`src/rtl/lbw_pkg.sv`:
```
// Shared types for the byte-lane write sequencer.
// Assumes a size code of two bits; code 3 is reserved and refused.
package lbw_pkg;
    typedef enum logic [1:0] {
        SZ_BYTE = 2'd0,
        SZ_HALF = 2'd1,
        SZ_WORD = 2'd2,
        SZ_RSVD = 2'd3
    } xfer_size_e;

    typedef enum logic [1:0] {
        PH_BOOT = 2'd0,
        PH_IDLE = 2'd1,
        PH_CTL  = 2'd2,
        PH_DATA = 2'd3
    } phase_e;
endpackage

```
`src/rtl/lbw_lane_decode.sv`:
```
// Turns a size code and the low address bits into a lane-enable mask.
// Assumes lanes are byte wide and numbered from the least significant byte.
// It flags a halfword in the top lane and the reserved size as illegal.
module lbw_lane_decode
    import lbw_pkg::*;
#(
    parameter int LANES = 4,
    parameter int OFS_W = $clog2(LANES)
) (
    input  xfer_size_e       size,
    input  logic [OFS_W-1:0] ofs,
    output logic [LANES-1:0] lanes,
    output logic             illegal
);
    localparam logic [LANES-1:0] ONE_LANE = LANES'(1);
    localparam logic [LANES-1:0] TWO_LANE = LANES'(3);
    localparam logic [OFS_W-1:0] TOP_OFS  = OFS_W'(LANES - 1);

    // Purpose: lane mask and legality from size and offset.
    always_comb begin
        lanes   = '0;
        illegal = 1'b0;
        case (size)
            SZ_BYTE: lanes = ONE_LANE << ofs;
            SZ_HALF: begin
                if (ofs == TOP_OFS) illegal = 1'b1;
                else                lanes   = TWO_LANE << ofs;
            end
            SZ_WORD: lanes = '1;
            default: illegal = 1'b1;
        endcase
    end
endmodule

```
`src/rtl/lbw_req_hold.sv`:
```
// Holds the accepted request and its lane mask for the length of the pair.
// Assumes load is raised only for a legal request taken while idle.
// The reset value of the mask is all lanes, which is the value of the boot control write.
module lbw_req_hold
    import lbw_pkg::*;
#(
    parameter int ADDR_W = 32,
    parameter int DATA_W = 32,
    parameter int LANES  = DATA_W / 8
) (
    input  logic              clk,
    input  logic              rst_n,
    input  logic              load,
    input  logic [ADDR_W-1:0] in_addr,
    input  xfer_size_e        in_size,
    input  logic [DATA_W-1:0] in_data,
    input  logic [LANES-1:0]  in_lanes,
    output logic [ADDR_W-1:0] q_addr,
    output xfer_size_e        q_size,
    output logic [DATA_W-1:0] q_data,
    output logic [LANES-1:0]  q_lanes
);
    // Purpose: capture the request on load; reset to an all-lane word.
    always_ff @(posedge clk) begin
        if (!rst_n) begin
            q_addr  <= '0;
            q_size  <= SZ_WORD;
            q_data  <= '0;
            q_lanes <= '1;
        end else if (load) begin
            q_addr  <= in_addr;
            q_size  <= in_size;
            q_data  <= in_data;
            q_lanes <= in_lanes;
        end
    end
endmodule

```
`src/rtl/lbw_pair_fsm.sv`:
```
// Sequences boot control write, then control/data pairs per request.
// Assumes each acknowledge is raised only while its write is presented.
// Refused requests pulse an error and leave the phase at idle.
module lbw_pair_fsm
    import lbw_pkg::*;
(
    input  logic clk,
    input  logic rst_n,
    input  logic req_valid,
    input  logic req_illegal,
    input  logic ctl_ack,
    input  logic wr_ack,
    output logic req_ready,
    output logic load,
    output logic req_err,
    output logic ctl_valid,
    output logic wr_valid
);
    phase_e phase, phase_nx;
    logic   take;

    // Purpose: decode handshake and outputs from the phase.
    always_comb begin
        req_ready = (phase == PH_IDLE);
        take      = req_ready && req_valid;
        load      = take && !req_illegal;
        ctl_valid = (phase == PH_BOOT) || (phase == PH_CTL);
        wr_valid  = (phase == PH_DATA);
    end

    // Purpose: next phase from acknowledges and accepted requests.
    always_comb begin
        phase_nx = phase;
        case (phase)
            PH_BOOT: if (ctl_ack) phase_nx = PH_IDLE;
            PH_IDLE: if (load)    phase_nx = PH_CTL;
            PH_CTL:  if (ctl_ack) phase_nx = PH_DATA;
            PH_DATA: if (wr_ack)  phase_nx = PH_IDLE;
            default: phase_nx = PH_IDLE;
        endcase
    end

    // Purpose: phase register and registered error pulse.
    always_ff @(posedge clk) begin
        if (!rst_n) begin
            phase   <= PH_BOOT;
            req_err <= 1'b0;
        end else begin
            phase   <= phase_nx;
            req_err <= take && req_illegal;
        end
    end

    // the data write never overlaps a control write
    p_no_overlap_r6: assert property (@(posedge clk) disable iff (!rst_n)
        !(ctl_valid && wr_valid));

    // the data write starts only right after a control acknowledge
    p_ctl_first_r6: assert property (@(posedge clk) disable iff (!rst_n)
        $rose(wr_valid) |-> $past(ctl_valid && ctl_ack));

    // ready returns the cycle after the data acknowledge
    p_ready_back_r7: assert property (@(posedge clk) disable iff (!rst_n)
        (wr_valid && wr_ack) |=> req_ready);

    // a refusal issues nothing and leaves the block idle
    p_err_silent_r8: assert property (@(posedge clk) disable iff (!rst_n)
        req_err |-> (req_ready && !ctl_valid && !wr_valid));
endmodule

```
`src/rtl/lbw_write_sequencer.sv`:
```
// Top of the byte-lane write sequencer: a control write carrying the lane
// nibble, then the data write, as one pair per accepted request.
// Assumes the requester holds req_* steady while req_valid waits for ready.
module lbw_write_sequencer
    import lbw_pkg::*;
#(
    parameter int ADDR_W    = 32,
    parameter int DATA_W    = 32,
    parameter int CTL_W     = 32,
    parameter int CTL_SHIFT = 3
) (
    input  logic              clk,
    input  logic              rst_n,
    input  logic              req_valid,
    output logic              req_ready,
    input  logic [ADDR_W-1:0] req_addr,
    input  logic [1:0]        req_size,
    input  logic [DATA_W-1:0] req_data,
    output logic              req_err,
    output logic              ctl_valid,
    output logic [CTL_W-1:0]  ctl_data,
    input  logic              ctl_ack,
    output logic              wr_valid,
    output logic [ADDR_W-1:0] wr_addr,
    output logic [1:0]        wr_size,
    output logic [DATA_W-1:0] wr_data,
    input  logic              wr_ack
);
    localparam int LANES = DATA_W / 8;
    localparam int OFS_W = $clog2(LANES);

    logic [LANES-1:0] dec_lanes, held_lanes;
    logic             dec_illegal, load;
    xfer_size_e       in_size, held_size;

    assign in_size = xfer_size_e'(req_size);

    lbw_lane_decode #(.LANES(LANES), .OFS_W(OFS_W)) u_decode (
        .size    (in_size),
        .ofs     (req_addr[OFS_W-1:0]),
        .lanes   (dec_lanes),
        .illegal (dec_illegal)
    );

    lbw_req_hold #(.ADDR_W(ADDR_W), .DATA_W(DATA_W), .LANES(LANES)) u_hold (
        .clk      (clk),
        .rst_n    (rst_n),
        .load     (load),
        .in_addr  (req_addr),
        .in_size  (in_size),
        .in_data  (req_data),
        .in_lanes (dec_lanes),
        .q_addr   (wr_addr),
        .q_size   (held_size),
        .q_data   (wr_data),
        .q_lanes  (held_lanes)
    );

    lbw_pair_fsm u_fsm (
        .clk         (clk),
        .rst_n       (rst_n),
        .req_valid   (req_valid),
        .req_illegal (dec_illegal),
        .ctl_ack     (ctl_ack),
        .wr_ack      (wr_ack),
        .req_ready   (req_ready),
        .load        (load),
        .req_err     (req_err),
        .ctl_valid   (ctl_valid),
        .wr_valid    (wr_valid)
    );

    // Purpose: place the held lane nibble at its field in the control word.
    always_comb begin
        ctl_data = CTL_W'(held_lanes) << CTL_SHIFT;
        wr_size  = held_size;
    end

    // control write held until acknowledged
    p_ctl_hold_r9: assert property (@(posedge clk) disable iff (!rst_n)
        (ctl_valid && !ctl_ack) |=> (ctl_valid && $stable(ctl_data)));

    // data write held until acknowledged
    p_wr_hold_r9: assert property (@(posedge clk) disable iff (!rst_n)
        (wr_valid && !wr_ack) |=> (wr_valid && $stable(wr_addr) && $stable(wr_data)));

    // a word data write follows a control word enabling all lanes
    p_word_lanes_r5: assert property (@(posedge clk) disable iff (!rst_n)
        (wr_valid && wr_size == 2'd2) |-> (ctl_data[CTL_SHIFT +: LANES] == '1));
endmodule

```
`config.mk`:
```
export PLATFORM = sky130hd
export DESIGN_NAME = lbw_write_sequencer
export DESIGN_NICKNAME = d
export VERILOG_FILES = /design/src/rtl/lbw_pkg.sv /design/src/rtl/lbw_lane_decode.sv /design/src/rtl/lbw_req_hold.sv /design/src/rtl/lbw_pair_fsm.sv /design/src/rtl/lbw_write_sequencer.sv
export SDC_FILE = /design/constraint.sdc
export NUM_CORES = 1
export LEC_CHECK = 0
export ABC_AREA = 1
export BUFFER_PORTS_ARGS = -buffer_cell sky130_fd_sc_hd__clkbuf_2
export CAP_MARGIN = 20
export CORE_UTILIZATION = 45
export CTS_CLUSTER_DIAMETER = 50
export DETAILED_ROUTE_END_ITERATION = 6
export HOLD_SLACK_MARGIN = 0.06
export PLACE_DENSITY = 0.82
export SETUP_SLACK_MARGIN = 0.4
export SLEW_MARGIN = 0
export SYNTH_ARGS = -nofsm -noshare
export SYNTH_HDL_FRONTEND = slang
export SYNTH_SLANG_ARGS = --single-unit
```
`constraint.sdc`:
```
create_clock -name clk -period 2.3 [get_ports clk]
set_input_delay 0.345 -clock clk [delete_from_list [all_inputs] [get_ports clk]]
set_output_delay 0.345 -clock clk [all_outputs]
set_load 0.005 [all_outputs]
```
==> summary.txt, run 1 <==
switching pwr: 1060 µW
Critical Path AT: 1.41 ns
FF-to-FF setup slack: 0.61 ns
CTS tree: done
crit path kind: reg2out
clock power share: 33.9%
clock slew at reported path FFs: 0.07 ns
final setup vio count: 0
initial antenna violation count: 0
post-synthesis register bit count: 73
Setup crit end: ctl_valid
DP HPWL: 4.83 mm
Cell variety after synth: 23
first-pass GRT wire length: 10.1 mm
RSZ-0062 raised after global routing: false
htree depth: 3
initial DRC count: 83
Detailed Routing Iterations Pass 1: 4
fmax: 568 MHz
final WL: 6.72 mm
# diodes: 0
via count: 2731
Cell Area, Placed: 3590 µm²
Sw Share: 28.2%
worst r2r path cells: 9
clock skew: 0.0111 ns
port bufs: 144
maximum vdd drop: 0.533 mV
worst-skew pair later-pin latency: 0.34 ns
pin count of the biggest net entering global routing: 46
# rows: 29
CP endpoint kind: output pin
worst r2r dst: u_hold.q_addr[31]$_SDFFE_PN0P_
DRC errors left: 0
Initial Util: 46.5%
GRT overflow: 0
post-CTS setup buffer count: 0
Final Hold Fails: 0
Layout area overhead: 31.1%
Die Span X: 82.7 µm
CTS root buf: clkbuf_8
P_int: 2700 µW
share of cells above drive strength 1: 32.4%
Mean Syn Cell Area: 7.80 µm²
Max Buffers Root-to-Sink: 2
Overall Global Routing Usage: 19.5%
reg-to-reg critical path startpoint: u_fsm.phase[1]$_SDFFE_PN0P_
Post-Synthesis Cells: 376
Setup crit start kind: flip-flop
Synth warnings: 0
Crit. Startpoint: u_fsm.phase[0]$_SDFFE_PN0P_
max cap viols: 0
share of total power in combinational logic: 24.0%
Ports: 173
TNS Setup: 0 ns
post-route insts no fill: 595
Tcrit/Tclk final: 76.5%
status: finished clean
Final Wtd Congestion: 0.776
DR vias/cell: 4.59
Reg power frac: 42.1%
power per cell area: 978 nW/µm²
WL per Instance: 11.3 µm
Worst Hold Slack: 0.248 ns
die height: 82.7 µm
Final Cell Area: 3850 µm²
Crit Path Max Fanout: 3
Final nets: 593
Slew Limit Fails: 0
Final min period: 1.76 ns
Placed Instances: 580
number of global-route vias before repair: 2375
Req. time, crit path: 1.96 ns
Worst Hold Class: in2reg
sequential fraction of the synthesis area: 49.8%
cell area after synthesis: 2930 µm²
CORE AREA: 6310 µm²
full die area: 6850 µm²
CTS Buf Count: 9
Sink Count: 73
Leakage: 0.00192 µW
Routed Antenna Nets: 0
cell usage in the layout, fill, tap and decap left out, types with 8 or more instances in the layout:
cell type  netlist  layout
o21ai_1         26      26
ha_1             8       8
clkbuf_8         0       9
conb_1           1      28
o21ai_0         40      40
inv_1           12      12
dfxtp_1         73      73
nand2_1         18      18
clkbuf_2         0     144
nor2_1         129     129
state kept, by name (all words and copies together) (netlist names):
| signal | cells |
|---|---|
| u_fsm.req_err | 1 |
| u_hold.q_addr | 32 |
| u_hold.q_lanes | 4 |
| u_hold.q_size | 2 |
| u_fsm.phase | 2 |
| u_hold.q_data | 32 |
synthesized netlist by cell type, drive strengths merged:
| master | count | share of area [%] |
|---|---|---|
| nor2 | 129 | 17 |
| dfxtp | 73 | 50 |
| o21ai | 67 | 12 |
| buf | 41 | 10 |
| nand2 | 19 | 2.5 |
| inv | 14 | 1.8 |
| clkbuf | 8 | 1.0 |
| ha | 8 | 3.4 |
| a21oi | 4 | 0.68 |
| nand4 | 4 | 0.85 |
| nand3 | 3 | 0.51 |
| nor3 | 2 | 0.34 |
| a211oi | 1 | 0.26 |
| a21boi | 1 | 0.26 |
| conb | 1 | 0.13 |
| or2 | 1 | 0.21 |
cell families (layout without fill, tap and decap cells):
group | Yosys count | in the layout | synth area share (%)
compound gates | 73 | 73 | 12.8
other cells | 1 | 28 | 0.128
flops | 73 | 73 | 49.8
simple gates | 158 | 158 | 20.9
buf+inv | 63 | 178 | 13.0
fa+ha+maj | 8 | 8 | 3.41
power by group through the flow:
stage	Combinational, µW	Clock [µW]	Sequential, µW
after floorplan	555	0	1620
after global placement	877	0	1600
after detailed placement	909	0	1610
after CTS	911	1310	1590
after global routing	1060	1360	1610
final	903	1270	1580
per-stage QoR:
step                utilization [%]  total power (µW)  setup slack, ns
global route                   60.9              4040            0.423
detailed placement             56.8              2520            0.470
finish                         60.9              3760            0.541
global placement               56.8              2480            0.576
floorplan                         -              2180            0.895
CTS                            60.9              3800            0.426
layout make-up:
class / count / area, µm²
Inverter: 14 / 55.1
Sequential cell: 73 / 1460
Timing Repair Buffer: 149 / 783
Tap cell: 77 / 96.3
Multi-Input combinational cell: 267 / 1190
Clock inverter: 5 / 129
Fill cell: 578 / 2470
Clock buffer: 10 / 128
routing by layer:
| metal | vias to the layer above | GRT usage (%) | share of wire [%] |
|---|---|---|---|
| met2 | 110 | 33.9 | 49 |
| met3 | 7 | 7.47 | 8.4 |
| li1 | 1412 | - | - |
| met4 | 0 | 7.59 | 1.2 |
| met5 | - | 0 | 0 |
| met1 | 1202 | 21.3 | 41 |
worst max-delay path: stages (launching register included):
cell	delay [ns]
dfxtp_1	0.38
inv_1	0.09
ha_1	0.19
or2_2	0.31
clkbuf_2	0.12
worst min path at each step:
stage,end,startpoint,cells past startpoint,slack (ns)
finish,u_hold.q_addr[20]$_SDFFE_PN0P_,req_addr[20],3,0.25
global placement,u_hold.q_size[1]$_SDFFE_PN1P_,u_hold.q_size[1]$_SDFFE_PN1P_,2,0.44
global route,u_hold.q_addr[20]$_SDFFE_PN0P_,req_addr[20],3,0.23
detailed placement,u_hold.q_size[1]$_SDFFE_PN1P_,u_hold.q_size[1]$_SDFFE_PN1P_,2,0.45
CTS,u_hold.q_addr[20]$_SDFFE_PN0P_,req_addr[20],3,0.23
floorplan,u_hold.q_size[1]$_SDFFE_PN1P_,u_hold.q_size[1]$_SDFFE_PN1P_,2,0.45
what timing repair did:
item                       CTS  global route
resized for setup            0             2
setup endpoints to repair    0            47
hold buffers                 0             0
Power figures use the tool's default switching activity.
==> run 2: changes to the inputs <==
ABC_AREA = 0   (was 1)
CORE_UTILIZATION = 44   (was 45)
PLACE_DENSITY = 0.8   (was 0.82)
clock period = 1.8 ns   (was 2.3 ns; I/O delays follow)
==> summary.txt, run 2 <==
status: finished clean
Layout area overhead: 40.4%
most frequent cells in the layout: clkbuf_2, nand2_1, dfxtp_1
Die Span X: 85.9 µm
Worst Hold Path Cells: 3
switching pwr: 1380 µW
pin count of the biggest net entering global routing: 75
share of total power in combinational logic: 28.7%
power per cell area: 1080 nW/µm²
Cell variety after synth: 26
clock slew at reported path FFs: 0.08 ns
FFs w/ async S/R, synth: 0%
full die area: 7380 µm²
Worst Setup Slack post-DPL: 0.160 ns
Initial Util: 45.6%
Req. time, crit path: 2.07 ns
maximum vdd drop: 0.534 mV
port bufs: 144
die height: 85.9 µm
Mean Syn Cell Area: 8.37 µm²
initial antenna violation count: 0
htree depth: 3
CP endpoint kind: flip-flop
Crit Path Max Fanout: 8
sequential fraction of the synthesis area: 47.2%
# diodes: 0
leading post-synthesis cells by cell area: dfxtp_1, nand2_1, a21boi_0
Detailed Routing Iterations Pass 1: 4
reg-to-reg critical path startpoint: u_fsm.phase[0]$_SDFFE_PN0P_
Post-synth top cells: nand2_1, dfxtp_1, a21boi_0
Sw Share: 29.2%
Post-Synthesis Cells: 370
P_int: 3340 µW
Worst Hold Path EP: u_hold.q_addr[29]$_SDFFE_PN0P_
# rows: 30
max cap viols: 0
worst-skew pair later-pin latency: 0.34 ns
initial DRC count: 123
Setup crit start kind: flip-flop
Worst Hold Class: in2reg
cell taking the most area after synthesis: dfxtp_1
number of global-route vias before repair: 2646
DRC errors left: 0
Routed Antenna Nets: 0
most common cell after layout, fill and taps aside: clkbuf_2
Final min period: 1.52 ns
TNS Setup: 0 ns
final setup vio count: 0
first-pass GRT wire length: 11.5 mm
most instantiated library cell after synthesis: nand2_1
Hold Startpoint: req_addr[29]
via count: 2831
Critical Path AT: 1.80 ns
CTS Buf Count: 9
DP HPWL: 4.98 mm
worst setup margin: 0.276 ns
Tcrit/Tclk final: 84.6%
share of cells above drive strength 1: 38.8%
Leakage: 0.00199 µW
Ports: 173
Synth top area share: 47.2%
Max Buffers Root-to-Sink: 2
Reg power frac: 40.7%
Slew Limit Fails: 0
worst r2r path cells: 9
CORE AREA: 6790 µm²
Final Wtd Congestion: 0.764
final WL: 7.55 mm
GRT overflow: 0
crit path kind: reg2reg
DR vias/cell: 4.55
Post-synth EDFFs: 0
clock skew: 0.0101 ns
cell area after synthesis: 3100 µm²
Overall Global Routing Usage: 19.8%
WL per Instance: 12.1 µm
worst r2r dst: u_hold.q_lanes[3]$_SDFFE_PN1P_
Final nets: 600
Synth warnings: 0
ys flop type: dfxtp_1
RSZ-0062 raised after global routing: true
CTS tree: done
Sink Count: 73
CTS root buf: clkbuf_8
post-synthesis register bit count: 73
fmax: 656 MHz
FF-to-FF setup slack: 0.28 ns
Final Hold Fails: 0
Largest regs: u_hold.q_addr x32, u_hold.q_data x32, u_hold.q_lanes x4
clock power share: 30.7%
## run 2: cell types whose count changed after synthesis, sizes merged, moves of 2 or more
cell / change
a21boi: +63
o21ai: -61
nand4: -2
a21oi: -3
o311ai: +2
clkbuf: +4
inv: -6
nand2: +116
nor2: -123
o221a: +2
## run 2: cells by family after synthesis
logic type / Yosys count / share of synthesized area, %
buffers and inverters: 60 / 11.9
other: 1 / 0.121
multiplexers: 1 / 0.323
AND/OR/NAND/NOR: 149 / 18.5
flip-flops: 73 / 47.2
adder cells (fa/ha/maj): 8 / 3.23
AO/OA/AOI/OAI: 78 / 18.8
## run 2: worst max-delay path by stage
stage | start | endpoint | slack, ns | cells after the start
after floorplan | req_addr[0] | u_hold.q_lanes[1]$_SDFFE_PN1P_ | 0.40 | 7
after global placement | req_addr[0] | u_hold.q_addr[1]$_SDFFE_PN0P_ | 0.22 | 7
after detailed placement | req_addr[0] | u_hold.q_addr[19]$_SDFFE_PN0P_ | 0.16 | 7
after CTS | u_fsm.phase[1]$_SDFFE_PN0P_ | ctl_valid | 0.32 | 5
after global routing | u_fsm.phase[0]$_SDFFE_PN0P_ | u_hold.q_data[0]$_SDFFE_PN0P_ | 0.21 | 8
final | u_fsm.phase[0]$_SDFFE_PN0P_ | u_hold.q_lanes[3]$_SDFFE_PN1P_ | 0.28 | 9
## run 2: critical path, cell delays in order (launching register included)
cell and delay (ns):
dfxtp_4 0.37, buf_12 0.10, ha_4 0.17, nand2_4 0.07
nor2b_4 0.21, buf_6 0.13, buf_6 0.09, buf_12 0.12
o311ai_4 0.10, nand3_1 0.12
## run 2: layer usage
layer,share of wire (%),up-vias,GRT usage [%]
li1,-,1440,-
met1,42,1278,21.4
met3,6.4,11,5.39
met2,50,102,36.1
met4,1.5,0,8.03
met5,0,-,0
## run 2: final cells by class
type                    instances  area (µm²)
flip-flops and latches         73        1470
clock buffers                  11         151
fillers                       566        2440
multi-input cells             264        1480
repair buffers                165        1020
well taps                      96         120
clock inverters                 5        77.6
inverters                       8        32.5
## run 2: repair_timing
| action | CTS | global route |
|---|---|---|
| gates cloned | 2 | 1 |
| pin swaps | 3 | 5 |
| buffers inserted | 6 | 6 |
| endpoints found under the setup margin | 73 | 74 |
| hold buffers | 0 | 0 |
| resized for setup | 26 | 21 |
## run 2: through the flow
stage,util [%],hold WS (ns),cell area (µm²),power (µW),cells
floorplan,-,0.405,3220,2550,397
global placement,56.2,0.440,3810,2870,591
detailed placement,56.2,0.446,3810,2920,591
CTS,62.3,0.133,4230,4600,615
global route,64.0,0.148,4350,4960,622
finish,64.0,0.145,4350,4720,622
## run 2: power by group through the flow
stage	Combinational [µW]	Clock, µW	Sequential (µW)
floorplan	605	0	1940
global placement	943	0	1930
detailed placement	979	0	1940
CTS	1210	1480	1910
global route	1490	1540	1940
finish	1350	1450	1920
==> run 3: changes to the inputs <==
CORE_UTILIZATION = 40   (was 44)
PLACE_DENSITY = 0.76   (was 0.8)
clock period = 1.4 ns   (was 1.8 ns; I/O delays follow)
==> summary.txt, run 3 (synthesized netlist as in run 2, its figures left out) <==
RSZ-0062 raised after global routing: true
clock skew: 0.00938 ns
max cap viols: 0
share of cells above drive strength 1: 72.8%
CTS Hold Bufs: 0
Sink Count: 73
port bufs: 144
final WL: 11.1 mm
Final min period: 1.53 ns
Die Span X: 90.0 µm
Overall Global Routing Usage: 21.9%
CP endpoint kind: flip-flop
Slew Limit Fails: 0
Crit Path Max Fanout: 8
worst r2r path cells: 8
initial DRC count: 102
CORE AREA: 7370 µm²
Worst Hold Slack: 0.0749 ns
share of total power in combinational logic: 40.8%
Placed Instances: 597
Ports: 173
DRC errors left: 0
initial antenna violation count: 0
Critical Path AT: 1.79 ns
CTS root buf: clkbuf_8
Tcrit/Tclk final: 109%
# fillers: 466
Worst Hold Class: in2reg
pin count of the biggest net entering global routing: 75
CTS Buf Count: 9
reg-to-reg critical path startpoint: u_fsm.phase[1]$_SDFFE_PN0P_
DP HPWL: 5.04 mm
number of global-route vias before repair: 2962
Crit. Startpoint: u_fsm.phase[1]$_SDFFE_PN0P_
worst-skew pair later-pin latency: 0.34 ns
power per cell area: 1310 nW/µm²
WL per Instance: 16.4 µm
GRT overflow: 0
maximum vdd drop: 0.585 mV
post-route insts no fill: 677
DR vias/cell: 4.93
P_int: 5070 µW
TNS Setup: -2.09 ns
via count: 3337
switching pwr: 2360 µW
fmax: 655 MHz
Largest regs: u_hold.q_addr x32, u_hold.q_data x32, u_hold.q_lanes x4
DRT met1 WL: 4.28 mm
Layout area overhead: 83.4%
most frequent cells in the layout: clkbuf_2, dfxtp_2, nand2_1
die height: 90.0 µm
htree depth: 3
clock slew at reported path FFs: 0.08 ns
Leakage: 0.00265 µW
Setup crit start kind: flip-flop
met2 wire length: 5.88 mm
worst setup margin: -0.127 ns
Req. time, crit path: 1.66 ns
Initial Util: 42.0%
Final nets: 652
most common cell after layout, fill and taps aside: clkbuf_2
Detailed Routing Iterations Pass 1: 6
Routed Antenna Nets: 0
clock power share: 25.0%
worst r2r dst: u_hold.q_addr[25]$_SDFFE_PN0P_
CTS tree: done
Worst Hold Path Cells: 3
Setup crit end: u_hold.q_addr[25]$_SDFFE_PN0P_
first-pass GRT wire length: 14.2 mm
Final Hold Fails: 0
Max Buffers Root-to-Sink: 2
met3 routed WL: 654 µm
FF-to-FF setup slack: -0.13 ns
crit path kind: reg2reg
Final Wtd Congestion: 0.753
# rows: 31
final setup vio count: 59
total power draw: 7420 µW
Reg power frac: 34.1%
# diodes: 0
Sw Share: 31.7%
status: finished, violations left
full die area: 8100 µm²
failing checks: setup timing
highest routed layer: met4
==> run 3: cell types whose count changed in the layout (fill, tap and decap cells not counted), moves of 31 or more <==
cell	before	now
buf_4	9	40
nand2_2	1	43
dfxtp_1	71	2
a21boi_0	32	0
nand2_1	132	65
dfxtp_2	0	68
==> run 3: how the worst min path moves through the flow <==
stage | startpoint | endpoint | slack (ns)
floorplan | req_addr[23] | u_hold.q_addr[23]$_SDFFE_PN0P_ | 0.34
global placement | req_data[9] | u_hold.q_data[9]$_SDFFE_PN0P_ | 0.43
detailed placement | req_data[8] | u_hold.q_data[8]$_SDFFE_PN0P_ | 0.44
CTS | req_data[24] | u_hold.q_data[24]$_SDFFE_PN0P_ | 0.06
global route | req_data[24] | u_hold.q_data[24]$_SDFFE_PN0P_ | 0.06
finish | req_data[20] | u_hold.q_data[20]$_SDFFE_PN0P_ | 0.07
==> run 3: power by group through the flow <==
stage / combinational [µW] / clock (µW) / sequential [µW]
5_1_grt: 3190 / 2000 / 2560
3_3_place_gp: 1300 / 0 / 2490
4_1_cts: 2200 / 1870 / 2520
2_1_floorplan: 829 / 0 / 2500
6_report: 3030 / 1860 / 2530
3_5_place_dp: 1340 / 0 / 2500
==> run 3: metal layers <==
| layer | track usage [%] | vias up |
|---|---|---|
| met4 | 8.87 | 0 |
| li1 | - | 1545 |
| met5 | 0 | - |
| met3 | 4.57 | 30 |
| met2 | 38.7 | 156 |
| met1 | 25.6 | 1606 |
==> run 3: timing repair <==
action | CTS | global route
setup buffers | 19 | 29
gates resized for setup | 179 | 128
gates cloned | 8 | 8
pin swaps | 23 | 53
hold endpoints to repair | 0 | 0
endpoints found under the setup margin | 139 | 147
==> run 3: worst max-delay path: stages, from the launching register on <==
cell,delay (ns)
dfxtp_4,0.36
inv_4,0.08
ha_4,0.17
nand2_4,0.06
nor2b_4,0.19
buf_12,0.20
buf_16,0.14
nand2_1,0.08
a21boi_1,0.17
==> run 3: metrics by stage <==
step                cell area [µm²]  utilization (%)  setup WS (ns)
floorplan                      3260                -         0.0576
global placement               3900             52.9        -0.0177
detailed placement             3900             52.9        -0.0867
CTS                            4830             65.5        0.00231
global route                   5680             77.1         -0.182
finish                         5680             77.1         -0.127
==> run 3: area by class of cell <==
type / instances / area [µm²] / share of cell area [%]
Tap cell: 99 / 124 / 2.18
Inverter: 8 / 35.0 / 0.616
Multi-Input combinational cell: 264 / 1950 / 34.3
Timing Repair Buffer: 217 / 1790 / 31.5
Clock inverter: 4 / 76.3 / 1.34
Clock buffer: 12 / 145 / 2.55
Sequential cell: 73 / 1560 / 27.4
